## src/rtl/wp_pkg.sv

```systemverilog
package wp_pkg;
  typedef enum logic [1:0] {
    OP_READ  = 2'd0,
    OP_PROG  = 2'd1,
    OP_BERASE = 2'd2,
    OP_CERASE = 2'd3
  } wp_op_e;
endpackage

```

## src/rtl/wp_reset_mode.sv

```systemverilog
module wp_reset_mode (
  input  logic clk,
  input  logic rst_a_n,
  input  logic rst_b_n,
  input  logic mode_sel,
  output logic rst,
  output logic prog_mode
);
  assign rst = ~(rst_a_n & rst_b_n);

  always_ff @(posedge clk) begin
    if (rst) prog_mode <= mode_sel;
  end


  mode_hold_chk: assert property (@(posedge clk) disable iff (rst)
    1'b1 |=> $stable(prog_mode));
endmodule

```

## src/rtl/wp_lock_regs.sv

```systemverilog
module wp_lock_regs #(
  parameter int NBLK  = 8,
  localparam int IDXW = $clog2(NBLK)
) (
  input  logic            clk,
  input  logic            rst,
  input  logic            we,
  input  logic [IDXW-1:0] idx,
  input  logic            wdata,
  output logic [NBLK-1:0] locks
);
  for (genvar i = 0; i < NBLK; i++) begin : g_lock
    always_ff @(posedge clk) begin
      if (rst) locks[i] <= 1'b0;
      else if (we && idx == IDXW'(i)) locks[i] <= wdata;
    end
  end


  lock_clear_chk: assert property (@(posedge clk)
    rst |=> (locks == '0));
endmodule

```

## src/rtl/wp_decide.sv

```systemverilog
module wp_decide
  import wp_pkg::*;
#(
  parameter int NBLK  = 8,
  localparam int IDXW = $clog2(NBLK)
) (
  input  logic [NBLK-1:0] locks,
  input  logic            prog_mode,
  input  logic            tbl_n,
  input  logic            wp_n,
  input  logic [IDXW-1:0] blk,
  input  wp_op_e          op,
  output logic            allow
);
  logic [NBLK-1:0] pin_prot;
  logic [NBLK-1:0] blk_prot;

  for (genvar i = 0; i < NBLK; i++) begin : g_prot
    if (i == NBLK - 1) begin : g_boot
      assign pin_prot[i] = ~tbl_n;
    end else begin : g_main
      assign pin_prot[i] = ~wp_n;
    end
    assign blk_prot[i] = pin_prot[i] | (~prog_mode & locks[i]);
  end

  always_comb begin
    unique case (op)
      OP_READ:   allow = 1'b1;
      OP_PROG,
      OP_BERASE: allow = ~blk_prot[blk];
      OP_CERASE: allow = prog_mode & ~(|pin_prot);
      default:   allow = 1'b0;
    endcase
  end
endmodule

```

## src/rtl/flash_wp_ctrl.sv

```systemverilog
module flash_wp_ctrl
  import wp_pkg::*;
#(
  parameter int ADDR_W = 19,
  parameter int NBLK   = 8,
  localparam int IDXW  = $clog2(NBLK)
) (
  input  logic              clk,
  input  logic              rst_a_n,
  input  logic              rst_b_n,
  input  logic              mode_sel,
  input  logic              tbl_n,
  input  logic              wp_n,
  input  logic              req_valid,
  input  logic [1:0]        req_op,
  input  logic [ADDR_W-1:0] req_addr,
  input  logic              lock_we,
  input  logic [IDXW-1:0]   lock_idx,
  input  logic              lock_wdata,
  output logic              grant,
  output logic              deny
);
  logic            rst;
  logic            prog_mode;
  logic [NBLK-1:0] locks;
  logic            allow;
  logic [IDXW-1:0] blk;
  wp_op_e          op;
  logic            unused_low;


  assign blk        = req_addr[ADDR_W-1 -: IDXW];
  assign unused_low = ^req_addr[ADDR_W-IDXW-1:0];
  assign op         = wp_op_e'(req_op);

  wp_reset_mode u_rm (
    .clk(clk), .rst_a_n(rst_a_n), .rst_b_n(rst_b_n),
    .mode_sel(mode_sel), .rst(rst), .prog_mode(prog_mode)
  );

  wp_lock_regs #(.NBLK(NBLK)) u_lk (
    .clk(clk), .rst(rst), .we(lock_we), .idx(lock_idx),
    .wdata(lock_wdata), .locks(locks)
  );

  wp_decide #(.NBLK(NBLK)) u_dc (
    .locks(locks), .prog_mode(prog_mode), .tbl_n(tbl_n), .wp_n(wp_n),
    .blk(blk), .op(op), .allow(allow)
  );

  always_ff @(posedge clk) begin
    if (rst) begin
      grant <= 1'b0;
      deny  <= 1'b0;
    end else begin
      grant <= req_valid & allow;
      deny  <= req_valid & ~allow;
    end
  end


  one_flag_chk: assert property (@(posedge clk) disable iff (rst)
    req_valid |=> (grant ^ deny));

  idle_quiet_chk: assert property (@(posedge clk) disable iff (rst)
    !req_valid |=> (!grant && !deny));

  boot_pin_chk: assert property (@(posedge clk) disable iff (rst)
    (req_valid && !tbl_n && blk == IDXW'(NBLK-1) &&
     (req_op == 2'd1 || req_op == 2'd2)) |=> deny);

  main_pin_chk: assert property (@(posedge clk) disable iff (rst)
    (req_valid && !wp_n && blk != IDXW'(NBLK-1) &&
     (req_op == 2'd1 || req_op == 2'd2)) |=> deny);

  chip_lpc_chk: assert property (@(posedge clk) disable iff (rst)
    (req_valid && !prog_mode && req_op == 2'd3) |=> deny);

  read_pass_chk: assert property (@(posedge clk) disable iff (rst)
    (req_valid && req_op == 2'd0) |=> grant);
endmodule

```

## config.mk

```make
export PLATFORM = sky130hd
export DESIGN_NAME = flash_wp_ctrl
export DESIGN_NICKNAME = d
export VERILOG_FILES = /design/src/rtl/wp_pkg.sv /design/src/rtl/wp_reset_mode.sv /design/src/rtl/wp_lock_regs.sv /design/src/rtl/wp_decide.sv /design/src/rtl/flash_wp_ctrl.sv
export SDC_FILE = /design/constraint.sdc
export NUM_CORES = 1
export LEC_CHECK = 0
export ABC_AREA = 1
export CAP_MARGIN = 20
export CORE_MARGIN = 4
export CORE_UTILIZATION = 36
export DETAILED_ROUTE_END_ITERATION = 10
export HOLD_SLACK_MARGIN = 0.03
export PLACE_DENSITY_LB_ADDON = 0.25
export SLEW_MARGIN = 20
export SYNTH_ARGS = -nofsm -noshare
export SYNTH_HDL_FRONTEND = slang
export SYNTH_SLANG_ARGS = --single-unit
```

## constraint.sdc

```tcl
create_clock -name clk -period 1.15 [get_ports clk]
set_input_delay 0.1725 -clock clk [delete_from_list [all_inputs] [get_ports clk]]
set_output_delay 0.1725 -clock clk [all_outputs]
set_load 0.01 [all_outputs]
```

==> results.py <==
metrics = {
    "synthesis": {
        "ys_types": 14,
        "syn-instance-count": 92,
        "yosys_warnings": 0,
        "netlist_area_um2": 613.1,
        "syn_nets": 127,
        "syn_area_per_cell_um2": 6.664,
        "yosysSeqAreaShare": 0.3755,
        "ys_ff_latch": 11,
    },
    "die": {
        "placementRows": 14,
        "start_util": 0.3933,
        "coreArea_mm2": 0.001559,
        "io_pins": 35,
        "die_w_um": 49.27,
        "die_h_um": 49.27,
        "die_area_mm2": 0.002427,
    },
    "power": {
        "vdd_drop_max_mv": 0.5485,
        "p_leak_nw": 0.4101,
        "power.density_mw_per_mm2": 949.7,
        "power.total_w": 0.0008365,
    },
    "global_routing": {
        "grt_use_met3": 0.02446,
        "antenna_found_initial": 0,
        "grt_use_total": 0.1205,
        "grt_pass1_wl_um": 2304,
        "grt_max_degree": 9,
        "grt_use_met1": 0.1405,
        "top_usage_layer": "met2",
        "first_global_vias": 574,
        "overflow": 0,
        "met2_usage": 0.2009,
    },
    "sta": {
        "period_minus_slack_ns": 1.100,
        "hold_viol_final": 0,
        "clock_skew_ns": 0.001333,
        "slew_violations": 0,
        "rsz0062_at_grt": "true",
        "slew_headroom": 0.8165,
        "tightest_slew_ns": 0.2717,
        "timing.hold.ws_ns": 0.3923,
        "period_share": 0.9565,
        "max_freq_mhz": 909.1,
        "setup_viol": 0,
    },
    "layout": {
        "mostFrequentLayoutCell": "nand2_1",
        "layout_common_cells": "nand2_1 (19), inv_1 (16), clkdlybuf4s50_1 (14), nand3_1 (13), dfxtp_1 (10)",
        "num_antenna_cells": 0,
        "drive_gt1_frac": 0.1186,
        "area_growth_pct": 43.67,
        "final_nets": 154,
    },
    "routing": {
        "drc_errors": 0,
        "wl_um": 1399,
        "antenna_left": 0,
        "drtPass1Iterations": 4,
        "routedWlPerCell_um": 10.44,
        "vias_per_cell": 4.903,
        "drt-initial-drc-count": 15,
        "vias": 657,
    },
    "worst_setup_path": {
        "cpPeakStageDelay_ns": 0.45,
        "reg2reg_depth": 4,
        "worstPathCellList": "buf_4, a41oi_1, nand2_1, nor2_1",
        "crit_arrival_ns": 1.31,
        "worst-setup-path-type": "reg -> reg",
        "reg2reg_slack_ns": 0.05,
        "crit_path_max_fanout": 3,
        "critPathRequiredTime_ns": 1.36,
        "cp-end-kind": "flop",
        "worst_path_max_delay_cell": "edfxtp_1",
        "setup.worst_path.start_class": "flop",
    },
    "placed_design": {
        "place_hpwl_um": 1145,
        "port_buffers": 18,
        "gp_congestion": 0.8549,
    },
    "clocking": {
        "clkTransAtPathRegs_ns": 0.07,
        "cts_root_buffer": "clkbuf_4",
        "cts_tree": "done",
        "clockBufferDepth": 2,
        "h-tree-depth": 1,
        "numCtsBuffers": 3,
        "cts.sinks": 11,
        "clk_latency_ns": 0.27,
    },
    "min_path": {
        "hold_class": "in -> reg",
        "hold_depth": 5,
    },
    "job": {
        "maxCapViolations": 0,
    },
    "status": {
        "status": "complete, no violations",
    },
}
## path summary, 6_finish.rpt
kind	startpoint	to
max	u_rm.prog_mode	deny
min	wp_n	grant
max reg2reg	u_rm.prog_mode	deny
min reg2reg	u_lk.locks[0]	u_lk.locks[0]
## through the flow
step                      instance area (um^2)  instances    util  setup TNS (ns)  setup WS, ns
after floorplan                          613.1         92       -               0        0.1724
after global placement                   839.6        129  0.5385          -1.239       -0.2237
after detailed placement                 839.6        129  0.5385          -1.401       -0.2524
after CTS                                863.3        133  0.5538               0       0.03380
after global routing                     880.8        134  0.5650        -0.04501      -0.04501
final                                    880.8        134  0.5650               0       0.04998
## metal layers
metal / wire, um / vias up
met5: 0 / -
met4: 29 / 0
met3: 87 / 2
met2: 629 / 17
met1: 652 / 289
li1: - / 349
## power by group
group	internal, W	total (W)	switching, W
Sequential	0.000395	0.000400	0.00000548
Clock	0.000134	0.000267	0.000132
Combinational	0.0000899	0.000169	0.0000794
## cell families after synthesis
group | Yosys count | share of synthesized area
AOI/OAI and AO/OA | 19 | 0.1673
DFF | 11 | 0.3755
buffers and inverters | 19 | 0.1163
adders and majority gates | 2 | 0.04081
and+or+nand+nor | 41 | 0.3000
## repair_timing
item                                    in CTS  in global routing
pin swaps                                    0                  0
endpoints found under the setup margin       2                  2
hold buffers                                 0                  0
gates resized for setup                      2                  4
buffers inserted                             0                  1
## sequential cells by signal (all words and copies together), names as in the netlist
signal	flops
u_lk.locks	8
deny	1
grant	1
u_rm.prog_mode	1
## worst max-delay path: cells and delay by family, from the launching register on
kind                   cells  cell delay, ns
AOI/OAI and AO/OA          1            0.26
and+or+nand+nor            2            0.17
DFF                        1            0.45
buffers and inverters      1            0.17
## Yosys cell counts
| library cell | count | area share |
|---|---|---|
| nand3_2 | 2 | 0.033 |
| ha_1 | 2 | 0.041 |
| a21oi_2 | 1 | 0.014 |
| nand2_1 | 19 | 0.12 |
| inv_2 | 1 | 0.0061 |
| a21oi_1 | 9 | 0.073 |
| a41oi_1 | 1 | 0.014 |
| nand3_1 | 14 | 0.11 |
| nor2_1 | 6 | 0.037 |
| clkbuf_1 | 1 | 0.0061 |
| inv_1 | 17 | 0.10 |
| edfxtp_1 | 1 | 0.049 |
| dfxtp_1 | 10 | 0.33 |
| o21ai_0 | 8 | 0.065 |
## area by class of cell
type                       instances  area (um^2)
fill                             157        678.2
multi-input combinational         62        316.6
inverter                          18        67.56
sequential                        11        230.2
tap                               16        20.02
clock buffer                       4        26.28
timing repair buffer              23        220.2
(Power assumes the default switching activity.)
